File: config.mk
export PLATFORM = sky130hd
export DESIGN_NAME = pfx_acc_core
export DESIGN_NICKNAME = d
export VERILOG_FILES = /design/src/rtl/pfx_core_pkg.sv /design/src/rtl/pfx_core_dpath.sv /design/src/rtl/pfx_core_ctrl.sv /design/src/rtl/pfx_acc_core.sv
export SDC_FILE = /design/constraint.sdc
export NUM_CORES = 1
export LEC_CHECK = 0
export ABC_CLOCK_PERIOD_IN_PS = 5550
export BUFFER_PORTS_ARGS = -buffer_cell sky130_fd_sc_hd__buf_2
export CAP_MARGIN = 20
export CELL_PAD_IN_SITES_DETAIL_PLACEMENT = 0
export CELL_PAD_IN_SITES_GLOBAL_PLACEMENT = 1
export CORE_MARGIN = 5
export CORE_UTILIZATION = 38
export CTS_BUF_LIST = sky130_fd_sc_hd__clkbuf_4
export CTS_CLUSTER_DIAMETER = 150
export DETAILED_ROUTE_END_ITERATION = 16
export GPL_TIMING_DRIVEN = 0
export HOLD_SLACK_MARGIN = 0.15
export PLACE_DENSITY_LB_ADDON = 0.1
export SLEW_MARGIN = 25
export SYNTH_ARGS = -nofsm -noshare
export SYNTH_HDL_FRONTEND = slang
export SYNTH_HIERARCHICAL = 1
export SYNTH_SLANG_ARGS = --single-unit
File: constraint.sdc
create_clock -name clk -period 5.55 [get_ports clk]
set_input_delay 0.555 -clock clk [delete_from_list [all_inputs] [get_ports clk]]
set_output_delay 0.555 -clock clk [all_outputs]
set_load 0.05 [all_outputs]
File: src/rtl/pfx_core_pkg.sv
package pfx_core_pkg;
  localparam int INSN_W = 8;
  localparam int NIB_W  = 4;

  typedef enum logic [3:0] {
    OP_LDAM = 4'h0, OP_LDBM = 4'h1, OP_STAM = 4'h2, OP_LDAC = 4'h3,
    OP_LDBC = 4'h4, OP_LDAP = 4'h5, OP_LDAI = 4'h6, OP_LDBI = 4'h7,
    OP_STAI = 4'h8, OP_BR   = 4'h9, OP_BRZ  = 4'hA, OP_BRN  = 4'hB,
    OP_RSVD = 4'hC, OP_OPR  = 4'hD, OP_PFIX = 4'hE, OP_NFIX = 4'hF
  } opcode_e;

  localparam logic [3:0] SUB_JMPB = 4'h0;
  localparam logic [3:0] SUB_ADD  = 4'h1;
  localparam logic [3:0] SUB_SUB  = 4'h2;
  localparam logic [3:0] SUB_SVC  = 4'h3;
  localparam logic [3:0] SUB_IN   = 4'h4;
  localparam logic [3:0] SUB_OUT  = 4'h5;

  typedef enum logic [2:0] {A_CONST, A_PCREL, A_MEM, A_SUM, A_DIFF, A_CHAN} aSel_e;
  typedef enum logic [1:0] {PC_INC, PC_REL, PC_BREG} pcSel_e;
  typedef enum logic [1:0] {OR_HOLD, OR_CLEAR, OR_PFIX, OR_NFIX} orSel_e;

  typedef struct packed {
    logic   wrA;
    aSel_e  aSel;
    logic   wrB;
    logic   bFromMem;
    logic   wrPc;
    pcSel_e pcSel;
    orSel_e orSel;
    logic   addrIdx;
  } strobe_t;
endpackage

File: src/rtl/pfx_core_dpath.sv
module pfx_core_dpath
  import pfx_core_pkg::*;
#(
  parameter int DW = 32
) (
  input  logic                clk,
  input  logic                rstN,
  input  strobe_t             strb,
  input  logic [NIB_W-1:0]    nibble,
  input  logic [DW-1:0]       memWord,
  input  logic [DW-1:0]       chanWord,
  output logic [DW-1:0]       pcQ,
  output logic [DW-1:0]       aQ,
  output logic [DW-1:0]       bQ,
  output logic [DW-1:0]       memAddr,
  output logic                aZero,
  output logic                aNeg
);
  logic [DW-1:0] oregQ;
  logic [DW-1:0] operand;
  logic [DW-1:0] pcInc;
  logic [DW-1:0] aNext;

  assign operand = oregQ | DW'(nibble);
  assign pcInc   = pcQ + DW'(1);
  assign memAddr = strb.addrIdx ? (bQ + operand) : operand;
  assign aZero   = (aQ == '0);
  assign aNeg    = aQ[DW-1];

  always_comb begin
    unique case (strb.aSel)
      A_CONST: aNext = operand;
      A_PCREL: aNext = pcInc + operand;
      A_MEM:   aNext = memWord;
      A_SUM:   aNext = aQ + bQ;
      A_DIFF:  aNext = aQ - bQ;
      A_CHAN:  aNext = chanWord;
      default: aNext = aQ;
    endcase
  end

  always_ff @(posedge clk) begin
    if (!rstN) begin
      pcQ   <= '0;
      aQ    <= '0;
      bQ    <= '0;
      oregQ <= '0;
    end else begin
      if (strb.wrPc) begin
        unique case (strb.pcSel)
          PC_REL:  pcQ <= pcInc + operand;
          PC_BREG: pcQ <= bQ;
          default: pcQ <= pcInc;
        endcase
      end
      if (strb.wrA) aQ <= aNext;
      if (strb.wrB) bQ <= strb.bFromMem ? memWord : operand;
      unique case (strb.orSel)
        OR_CLEAR: oregQ <= '0;
        OR_PFIX:  oregQ <= operand << NIB_W;
        OR_NFIX:  oregQ <= (~operand) << NIB_W;
        default:  oregQ <= oregQ;
      endcase
    end
  end
endmodule

File: src/rtl/pfx_core_ctrl.sv
module pfx_core_ctrl
  import pfx_core_pkg::*;
(
  input  logic              clk,
  input  logic              rstN,
  input  logic [INSN_W-1:0] insn,
  input  logic              aZero,
  input  logic              aNeg,
  input  logic              chanDone,
  output strobe_t           strb,
  output logic              memWrEn,
  output logic              chanReq,
  output logic              chanIsOut,
  output logic              svcStrobe,
  output logic              halted,
  output logic              illegalOp
);
  typedef enum logic [2:0] {ST_FETCH, ST_EXEC, ST_LOAD, ST_CHAN, ST_HALT} state_e;

  state_e  stateQ, stateN;
  logic    loadBQ, loadBN;
  logic    outQ, outN;
  logic    illegalQ, illegalN;
  opcode_e opc;
  logic [NIB_W-1:0] sub;

  assign opc = opcode_e'(insn[INSN_W-1:NIB_W]);
  assign sub = insn[NIB_W-1:0];

  always_comb begin
    strb      = '0;
    strb.aSel = A_CONST;
    strb.pcSel = PC_INC;
    strb.orSel = OR_HOLD;
    stateN    = stateQ;
    loadBN    = loadBQ;
    outN      = outQ;
    illegalN  = illegalQ;
    memWrEn   = 1'b0;
    chanReq   = 1'b0;
    svcStrobe = 1'b0;
    unique case (stateQ)
      ST_FETCH: stateN = ST_EXEC;
      ST_EXEC: begin
        stateN     = ST_FETCH;
        strb.wrPc  = 1'b1;
        strb.orSel = OR_CLEAR;
        unique case (opc)
          OP_LDAM, OP_LDBM, OP_LDAI, OP_LDBI: begin
            strb.addrIdx = (opc == OP_LDAI) || (opc == OP_LDBI);
            loadBN       = (opc == OP_LDBM) || (opc == OP_LDBI);
            stateN       = ST_LOAD;
          end
          OP_STAM, OP_STAI: begin
            strb.addrIdx = (opc == OP_STAI);
            memWrEn      = 1'b1;
          end
          OP_LDAC: strb.wrA = 1'b1;
          OP_LDBC: strb.wrB = 1'b1;
          OP_LDAP: begin strb.wrA = 1'b1; strb.aSel = A_PCREL; end
          OP_BR:   strb.pcSel = PC_REL;
          OP_BRZ:  if (aZero) strb.pcSel = PC_REL;
          OP_BRN:  if (aNeg)  strb.pcSel = PC_REL;
          OP_PFIX: strb.orSel = OR_PFIX;
          OP_NFIX: strb.orSel = OR_NFIX;
          OP_OPR: begin
            unique case (sub)
              SUB_JMPB: strb.pcSel = PC_BREG;
              SUB_ADD:  begin strb.wrA = 1'b1; strb.aSel = A_SUM;  end
              SUB_SUB:  begin strb.wrA = 1'b1; strb.aSel = A_DIFF; end
              SUB_SVC:  begin svcStrobe = 1'b1; stateN = ST_HALT; end
              SUB_IN, SUB_OUT: begin
                outN   = (sub == SUB_OUT);
                stateN = ST_CHAN;
              end
              default: begin illegalN = 1'b1; stateN = ST_HALT; end
            endcase
          end
          default: begin illegalN = 1'b1; stateN = ST_HALT; end
        endcase
      end
      ST_LOAD: begin
        stateN = ST_FETCH;
        if (loadBQ) begin
          strb.wrB      = 1'b1;
          strb.bFromMem = 1'b1;
        end else begin
          strb.wrA  = 1'b1;
          strb.aSel = A_MEM;
        end
      end
      ST_CHAN: begin
        chanReq = 1'b1;
        if (chanDone) begin
          stateN = ST_FETCH;
          if (!outQ) begin
            strb.wrA  = 1'b1;
            strb.aSel = A_CHAN;
          end
        end
      end
      default: stateN = ST_HALT;
    endcase
  end

  always_ff @(posedge clk) begin
    if (!rstN) begin
      stateQ   <= ST_FETCH;
      loadBQ   <= 1'b0;
      outQ     <= 1'b0;
      illegalQ <= 1'b0;
    end else begin
      stateQ   <= stateN;
      loadBQ   <= loadBN;
      outQ     <= outN;
      illegalQ <= illegalN;
    end
  end

  assign chanIsOut = outQ;
  assign halted    = (stateQ == ST_HALT);
  assign illegalOp = illegalQ;

  assert_svc_halts_R10: assert property (@(posedge clk) disable iff (!rstN)
    svcStrobe |=> halted && !svcStrobe);
  assert_halt_sticky_R10: assert property (@(posedge clk) disable iff (!rstN)
    halted |=> halted);
  assert_chan_hold_R11: assert property (@(posedge clk) disable iff (!rstN)
    chanReq && !chanDone |=> chanReq && $stable(chanIsOut));
  assert_single_action_R4: assert property (@(posedge clk) disable iff (!rstN)
    $onehot0({memWrEn, chanReq, svcStrobe}));
  assert_illegal_halts_R12: assert property (@(posedge clk) disable iff (!rstN)
    $rose(illegalOp) |-> halted && !$past(svcStrobe));
endmodule

File: src/rtl/pfx_acc_core.sv
module pfx_acc_core
  import pfx_core_pkg::*;
#(
  parameter int DW     = 32,
  parameter int SLOT_W = 2
) (
  input  logic              clk,
  input  logic              rstN,
  output logic [DW-1:0]     instAddr,
  input  logic [INSN_W-1:0] instData,
  output logic [DW-1:0]     dataAddr,
  output logic              dataWrEn,
  output logic [DW-1:0]     dataWrData,
  input  logic [DW-1:0]     dataRdData,
  output logic              chanReq,
  output logic              chanIsOut,
  output logic [SLOT_W-1:0] chanSlot,
  output logic [DW-1:0]     chanTxData,
  input  logic [DW-1:0]     chanRxData,
  input  logic              chanDone,
  output logic              svcStrobe,
  output logic [DW-1:0]     svcA,
  output logic [DW-1:0]     svcB,
  output logic              halted,
  output logic              illegalOp
);
  strobe_t       strb;
  logic          aZero, aNeg;
  logic [DW-1:0] aQ, bQ;

  pfx_core_ctrl u_ctrl (
    .clk(clk), .rstN(rstN), .insn(instData), .aZero(aZero), .aNeg(aNeg),
    .chanDone(chanDone), .strb(strb), .memWrEn(dataWrEn), .chanReq(chanReq),
    .chanIsOut(chanIsOut), .svcStrobe(svcStrobe), .halted(halted),
    .illegalOp(illegalOp)
  );

  pfx_core_dpath #(.DW(DW)) u_dpath (
    .clk(clk), .rstN(rstN), .strb(strb), .nibble(instData[NIB_W-1:0]),
    .memWord(dataRdData), .chanWord(chanRxData), .pcQ(instAddr), .aQ(aQ),
    .bQ(bQ), .memAddr(dataAddr), .aZero(aZero), .aNeg(aNeg)
  );

  assign dataWrData = aQ;
  assign chanTxData = aQ;
  assign chanSlot   = bQ[SLOT_W-1:0];
  assign svcA       = aQ;
  assign svcB       = bQ;
endmodule

# Yosys cells after proc, flatten, opt, wreduce, memory -nomap -nowiden
# Cells that the tools add are included.
totals:
  register_bits: 134
  output_inout_bits: 200
  in_bits: 75
  wordCells: 107
classes:
  bitwise_logic: 3
  eq_ne: 35
  reduce_logical: 21
  muxes: 35
  n_addsub: 5
ops:
  columns: ["operator", "count"]
  rows:
  - ["32-bit case mux with 6 select lines", 1]
  - ["32-bit adder", 3]
  - ["32-bit case mux with 3 select lines", 1]
  - ["32-bit two-way mux", 2]
  - ["32-bit case mux with 2 select lines", 1]
  - ["32-bit by 1-bit adder with 32-bit output, second input constant", 1]
  - ["32-bit logical NOT", 1]
  - ["32-bit by 4-bit bitwise OR with 32-bit output", 1]
  - ["32-bit subtractor", 1]
  - ["4-bit equality test, second input constant", 7]
  - ["28-bit NOT", 1]
  - ["4-bit by 3-bit equality test with 1-bit output, second input constant", 6]
  - ["4-bit by 2-bit equality test with 1-bit output, second input constant", 4]
  - ["14-bit OR reduction", 1]
  - ["3-bit by 2-bit equality test with 1-bit output, second input constant", 4]
  - ["4-bit two-way mux", 3]
  - ["3-bit case mux with 2 select lines", 2]
  - ["3-bit case mux with 4 select lines", 1]
  - ["4-bit case mux with 3 select lines", 1]
  - ["1-bit two-way mux", 11]
  - ["10-bit OR reduction", 1]
  - ["3-bit equality test, second input constant", 3]
  - ["3-bit case mux with 3 select lines", 1]
  - ["4-bit by 1-bit equality test with 1-bit output, second input constant", 2]
  - ["23 further kinds", 39]

# Depth between registers and ports, before layout
# Gate-level depths: netlist of the first run.
logic_depth:
  word_depth: 7
  mapped_depth: 24
  depth_no_buf: 19

# Hierarchy
# The synthesis of the first run kept the hierarchy.
modules_own_cells:
  columns: ["module", "seq_area_each_um2", "cells_per_inst", "area_per_inst_um2", "instances"]
  rows:
  - ["pfx_core_dpath", 2482.4, 1776, 13350.3, 1]
  - ["pfx_core_ctrl", 120.1, 79, 594.3, 1]
  - ["pfx_acc_core", 0.0, 66, 495.5, 1]

# Least setup slack after synthesis of the first run
# Ideal clock, no wire load.
synth_path:
  kind: "input -> register"
  from: "in instData[5]"
  to: "reg u_dpath.aQ[30]"
  setup_slack_ns: 0.253
  setup_ns: 0.126
  cell_stages: 21
  arrival_ns: 5.171
  n_path_buf: 4
  required_ns: 5.424
  cell_sequence: "clkbuf_1 nor4b_1 nand4b_1 nand2_1 clkbuf_1 clkinv_1 nand3_1 clkbuf_1 clkbuf_1 o41ai_1 xor2_1 ha_1 a2111oi_0 o21ai_0 a41oi_1 o211ai_1 a21o_1 or4_1 and4_1 a311oi_1 a21oi_1"
synth_lines:
  columns: ["item", "line_no", "rtl"]
  rows:
  - ["from (decl)", "pfx_acc_core.sv:10", "input logic [INSN_W-1:0] instData,"]
  - ["to (signal assigned)", "pfx_core_dpath.sv:56", "if (strb.wrA) aQ <= aNext;"]
  - ["to (decl)", "pfx_core_dpath.sv:13", "output logic [DW-1:0] aQ,"]

==> summary.md, run 1 <==
| Metric | Value |
|---|---|
| MaxCap Viol Count | 0 |
| Slew Limit Fails | 0 |
| Drt via density | around 6 |
| IO Pins | about 280 |
| Final period utilization | 0.991 |
| Cell taking the most area after synthesis | dfxtp_1 |
| Hold Worst Slack | around 0.32 ns |
| Worst EP arrival | around 6 ns |
| CTS H-tree depth | 4 |
| Leakage | 7.46 nW |
| Final setup viols | 0 |
| First-pass GRT wire length | just under 100000 µm |
| Hold Vio Cnt, Final | 0 |
| Setup CP Type | flip-flop to flip-flop |
| Iteration-0 DRC Markers | 1661 |
| Fmax achieved | 182 MHz |
| Global placer's final weighted congestion | roughly 1 |
| Clock slew at the register clock pins of the worst setup and hold paths | roughly 0.16 ns |
| Initial core utilization | 0.384 |
| Worst skew pair latency | around 0.60 ns |
| CP Launch Point | u_ctrl/stateQ[1] |
| Die Ht | between 200 and 250 µm |
| Largest net degree at the start of global routing | 17 |
| Yosys cell types | 91 |
| Overall power | 3.32 mW |
| Syn Nets | between 2000 and 2500 |
| Clock Path Buffers | 2 |
| PortBufs | approximately 270 |
| Netlist Area Pre-Place | about 14000 µm² |
| Synthesized flop and latch total | 130 |
| Hold_sp | chanDone |
| Yosys Warn Count | 6 |
| Net count of the finished layout | 2390 |
| Seq/Total Area, Yosys | 0.180 |
| Gr ovfl total | 0 |
| PwrDens | about 200 nW/µm² |
| Vias in the first global route | roughly 15000 |
| Drt pass-1 iters | 6 |
| Setup slack after layout | between 0.04 and 0.05 ns |
| Die outline area | roughly 42000 µm² |
| FF-to-FF Start | u_ctrl/stateQ[1] |
| Core box area | between 30000 and 40000 µm² |
| Pre-CTS WS | -1.60 ns |
| Final min period | between 5 and 6 ns |
| Syn-to-layout area delta | 16.8% |
| Dpl cell area | roughly 16000 µm² |
| CTS tree | built |
| Root Buffer Master | clkbuf_4 |
| Maximum VDD drop | 0.0918 mV |
| Synth Instances | around 1900 |
| Die W | roughly 200 µm |
| Fraction of registers with async set/reset | 0 |
| Core Util, Final | 0.449 |
| Post-DR wirelength/cell | ~25 µm |
| Ys flop type | dfxtp_1 |
| Status | complete, no violations |
| GRT Util Overall | 0.310 |
| ANT nets after route | 0 |
| Slew headroom | 0.239 |
| Crit start category | flip-flop |
| Share of cells above drive strength 1 | 0.207 |
| Clock Skew | 0.0294 ns |
| Hold Crit Class | input pin to flip-flop |
| Dpl hpwl | ~56000 µm |
| Least-Margin Pin Slew | about 1.1 ns |
| Initial antenna violation count | 2 |
| Crit end category | flip-flop |
| Rows | a little over 70 |
| Ranking of synthesized cells by area | dfxtp_1 (18%), ha_1 (8.5%), a21oi_1 (5.6%), xnor2_1 (5.5%), mux2i_1 (5.1%) |
| Final WL | roughly 69000 µm |
| Required time worst endpoint | between 6 and 7 ns |
| Syn_area_per_cell | ~7.5 µm² |
| # DRC | 0 |
| Top cell type's share of synthesized area | 0.180 |
| Via count | 16574 |
| Most common cell after layout, fill and taps aside | buf_2 |
| Highest-count cells in the layout ignoring fill and taps | buf_2 (275), nor2_1 (166), a21oi_1 (161) |
| Clk sinks | between 100 and 150 |
| Total CTS buffers | 17 |
| RSZ-0062 raised after global routing | yes |
| Hold buffer count at CTS | 0 |
| Post-synth EDFFs | 0 |
| Critical path fanouts, max | 10 |
| Fin area | approximately 17000 µm² |
area by class of cell:
type,count,area [µm²]
fill,4003,20700
multi-input combinational,1551,10700
sequential,130,2610
timing repair buffer,275,1380
buffer,187,1030
tap,511,639
inverter,52,200
clock inverter,14,179
clock buffer,18,135
antenna,1,2.50
metrics by stage:
step | TNS [ns] | instances
after floorplan | 0 | 1921
after global placement | -29.38 | 2705
after detailed placement | -28.86 | 2705
after CTS | 0 | 2738
after global routing | -0.0792 | 2739
final | 0 | 2739
worst paths after layout:
kind / endpoint / slack (ns) / depth (start not counted)
max: u_dpath/aQ[30] / 0.05 / 23
min: u_ctrl/stateQ[1] / 0.32 / 3
max reg2reg: u_dpath/aQ[30] / 0.05 / 23
min reg2reg: u_ctrl/chanIsOut / 0.49 / 2
worst max-delay path, stage by stage (launching register included):
cell and delay (ns):
dfxtp_1 0.41, or3b_1 0.41, buf_6 0.16, clkinvlp_4 0.13, nand4b_1 0.12, nand3_1 0.13, clkbuf_8 0.19, inv_1 0.06
clkbuf_2 0.19, nand3_2 0.17, clkbuf_8 0.21, clkbuf_4 0.25, o41ai_1 0.13, xor2_1 0.17, ha_1 0.28, clkbuf_1 0.20
a21o_1 0.22, a31oi_1 0.46, o211ai_1 0.24, a21o_1 0.24, or4_1 0.39, and4_1 0.20, a311oi_1 0.28, a21oi_1 0.10
repair_timing:
item	CTS	global route
endpoints found under the hold margin	0	0
setup buffers	1	1
resized for setup	18	13
endpoints found under the setup margin	25	17
pin swaps	2	2
sequential cells by signal (all words and copies together) (netlist names):
signal and cells:
u_ctrl/illegalOp 1, u_dpath/pcQ 32, u_dpath/oregQ 28, u_ctrl/chanIsOut 1, u_dpath/aQ 32, u_ctrl/stateQ 3
u_ctrl/loadBQ 1, u_dpath/bQ 32
cells in the mapped netlist (9+ instances only):
library cell	instances
a211oi_1	44
a21o_1	44
a21oi_1	162
a221oi_1	37
a22oi_1	13
a31oi_1	20
and3_1	9
buf_1	14
buf_4	68
clkbuf_1	98
dfxtp_1	130
ha_1	98
inv_1	51
mux2_2	24
mux2i_1	74
nand2_1	160
nand2b_1	13
nand3_1	39
nand3b_1	11
nand4_1	31
nor2_1	167
nor2b_1	18
nor3_1	40
nor4_1	15
o211ai_1	32
o21a_1	15
o21ai_0	124
o22a_1	31
o22ai_1	10
o31ai_1	13
or3_1	9
xnor2_1	91
xor2_1	58
kinds of logic after synthesis:
logic type / Yosys count / share of synthesized area
simple gates: 563 / 0.190
buf+inv: 240 / 0.0833
xor+xnor: 149 / 0.0904
mux: 98 / 0.0700
flops: 130 / 0.180
compound gates: 640 / 0.297
fa+ha+maj: 101 / 0.0891
report_power, final:
part / total (mW) / leakage, nW / switching, mW / internal (mW)
sequential: 1.03 / 1.05 / 0.0687 / 0.963
combinational: 1.51 / 6.25 / 1.01 / 0.500
clock: 0.783 / 0.156 / 0.459 / 0.324
routing by layer:
layer | wire length, µm | GRT usage | vias up
li1 | - | - | 7679
met1 | 30300 | 0.425 | 7982
met2 | 31400 | 0.509 | 818
met3 | 5310 | 0.0421 | 95
met4 | 1990 | 0.0969 | 0
met5 | 0 | 0 | -
Power figures use the tool's default switching activity.
==> run 2: changes to the inputs <==
--- a/config.mk
+++ b/config.mk
@@ -10,6 +10,7 @@
 export CAP_MARGIN = 20
 export CELL_PAD_IN_SITES_DETAIL_PLACEMENT = 0
 export CELL_PAD_IN_SITES_GLOBAL_PLACEMENT = 1
+export CORE_ASPECT_RATIO = 1.75
 export CORE_MARGIN = 5
 export CORE_UTILIZATION = 38
 export CTS_BUF_LIST = sky130_fd_sc_hd__clkbuf_4
==> summary.md, run 2 (synthesis results as in run 1) <==
| Metric | Value |
|---|---|
| Drt via density | 6.09 |
| FF-to-FF Start | u_ctrl/stateQ[1] |
| Die outline area | approximately 42000 µm² |
| CTS tree | built |
| Leakage | 7.48 nW |
| MaxCap Viol Count | 0 |
| Most common cell after layout, fill and taps aside | buf_2 |
| Rows | 94 |
| Initial antenna violation count | 1 |
| CP Cell Sequence | nor4b_4 > nand3b_1 > o21ai_0 > clkbuf_2 > nand2_2 > nor2_4 > clkbuf_2 > nor2_1 > xnor2_1 > ha_1 > a211oi_1 > o21ai_1 > a41oi_2 > o211ai_1 > a21o_1 > or4_1 > and4_1 > a311oi_2 > a21oi_1 |
| # DRC | 0 |
| GRT Util Overall | 0.326 |
| Worst skew pair latency | approximately 0.63 ns |
| Worst reg2reg path depth | 19 |
| Gr ovfl total | 0 |
| Met2 WL | between 30000 and 40000 µm |
| Dpl hpwl | 59200 µm |
| Cell family with most CP delay | compound AO/OA/AOI/OAI gates |
| DP Cell Count | between 2000 and 3000 |
| Critical Path Sink | u_dpath/aQ[30] |
| Setup CP Type | flip-flop to flip-flop |
| Clock Path Buffers | 2 |
| PortBufs | between 200 and 300 |
| Cell count along the critical path | 19 |
| Final min period | ~5.4 ns |
| Clock slew at the register clock pins of the worst setup and hold paths | ~0.13 ns |
| Crit path max-delay cell type | or4_1 |
| Crit end category | flip-flop |
| Post-DR wirelength/cell | ~27 µm |
| Largest net degree at the start of global routing | 17 |
| First-pass GRT wire length | roughly 100000 µm |
| Iteration-0 DRC Markers | 1259 |
| Share of cells above drive strength 1 | 0.210 |
| Clock Skew | 0.0227 ns |
| IO Pins | approximately 280 |
| Overall power | 3.25 mW |
| Root Buffer Master | clkbuf_4 |
| Most frequent CP cell | clkbuf_2 |
| R2r setup slk | about 0.13 ns |
| Clk sinks | between 100 and 150 |
| Hold Worst Slack | around 0.28 ns |
| Met3 WL post-DR | around 4000 µm |
| Slew headroom | 0.279 |
| Fmax achieved | approximately 180 MHz |
| Initial core utilization | 0.384 |
| TNS Setup | 0 ns |
| Global placer's final weighted congestion | 0.999 |
| Maximum VDD drop | 0.0989 mV |
| Net count of the finished layout | between 2000 and 2500 |
| Slew Limit Fails | 0 |
| Top Metal Used | met4 |
| WL met1 | roughly 26000 µm |
| Crit start category | flip-flop |
| Core box area | roughly 38000 µm² |
| Final WL | between 70000 and 80000 µm |
| Highest-count cells in the layout ignoring fill and taps | buf_2 (275), nor2_1 (166), a21oi_1 (160) |
| ANT nets after route | 0 |
| Finished Layout Cells | roughly 2700 |
| Critical path fanouts, max | 10 |
| CP Launch Point | u_ctrl/stateQ[1] |
| Total CTS buffers | 17 |
| CTS H-tree depth | 4 |
| Status | complete, no violations |
| Hold Vio Cnt, Final | 0 |
| CP bufs+invs | 2 |
| Final period utilization | 0.977 |
| Syn-to-layout area delta | 16.5% |
| Biggest regs | u_dpath/aQ: 32 flops, u_dpath/bQ: 32 flops, u_dpath/pcQ: 32 flops |
| Hold Crit Class | input pin to flip-flop |
| Worst EP arrival | between 5 and 6 ns |
| Max incr delay on CP | between 0.4 and 0.5 ns |
| PwrDens | roughly 190 nW/µm² |
| Via count | 16472 |
| Hold buffer count at CTS | 0 |
| Drt pass-1 iters | 7 |
| Die Ht | 268 µm |
| Least-Margin Pin Slew | around 1.1 ns |
| Vias in the first global route | ~16000 |
| Core Util, Final | 0.447 |
| R2r endpoint | u_dpath/aQ[30] |
| Final setup viols | 0 |
| Die W | approximately 160 µm |
| Required time worst endpoint | 6.07 ns |
==> run 2: how the worst min path moves through the flow <==
stage | from | end | slack [ns] | cells after the start
2_1_floorplan | u_ctrl/loadBQ | u_ctrl/loadBQ | 0.45 | 2
3_3_place_gp | u_ctrl/illegalOp | u_ctrl/illegalOp | 0.44 | 1
3_5_place_dp | u_ctrl/illegalOp | u_ctrl/illegalOp | 0.45 | 1
4_1_cts | dataRdData[4] | u_dpath/bQ[4] | 0.24 | 3
5_1_grt | dataRdData[2] | u_dpath/bQ[2] | 0.27 | 3
6_report | dataRdData[4] | u_dpath/bQ[4] | 0.28 | 3
==> run 2: metal layers <==
layer / vias up / track usage
li1: 7675 / -
met1: 7834 / 0.360
met2: 748 / 0.604
met3: 215 / 0.0366
met4: 0 / 0.171
met5: - / 0
==> run 2: layout make-up <==
cell class                 count  area [µm²]
fill                        4031       20800
multi-input combinational   1551       10700
sequential                   130        2610
timing repair buffer         277        1400
buffer                       185        1020
tap                          480         601
inverter                      52         196
clock buffer                  19         143
clock inverter                11         116
antenna                        1        2.50
==> run 2: power by group <==
| group | internal (mW) | switching (mW) | total, mW | leakage [nW] |
|---|---|---|---|---|
| sequential | 0.962 | 0.0649 | 1.03 | 1.05 |
| clock | 0.268 | 0.420 | 0.688 | 0.141 |
| combinational | 0.512 | 1.02 | 1.53 | 6.28 |
==> run 2: worst reg2reg max path, delay by kind of cell, from the launching register on <==
| kind | cells | cell delay, ns |
|---|---|---|
| buffers and inverters | 2 | 0.62 |
| flip-flops | 1 | 0.39 |
| AND/OR/NAND/NOR | 7 | 1.90 |
| XOR/XNOR | 1 | 0.14 |
| AO/OA/AOI/OAI | 8 | 1.92 |
| adder cells (fa/ha/maj) | 1 | 0.35 |
==> run 2: timing repair <==
| item | 4_1_cts | 5_1_grt |
|---|---|---|
| gates resized for setup | 22 | 21 |
| cloned | 0 | 0 |
| endpoints found under the setup margin | 26 | 22 |
| pin swaps | 2 | 3 |
| setup buffers | 1 | 3 |
==> run 2: metrics by stage <==
step / setup WS [ns] / instance area [µm²]
3_3_place_gp: -1.91 / 16400
3_5_place_dp: -1.97 / 16400
6_report: 0.127 / 16800
2_1_floorplan: 0.253 / 14400
5_1_grt: -0.0182 / 16800
4_1_cts: 0.00802 / 16700
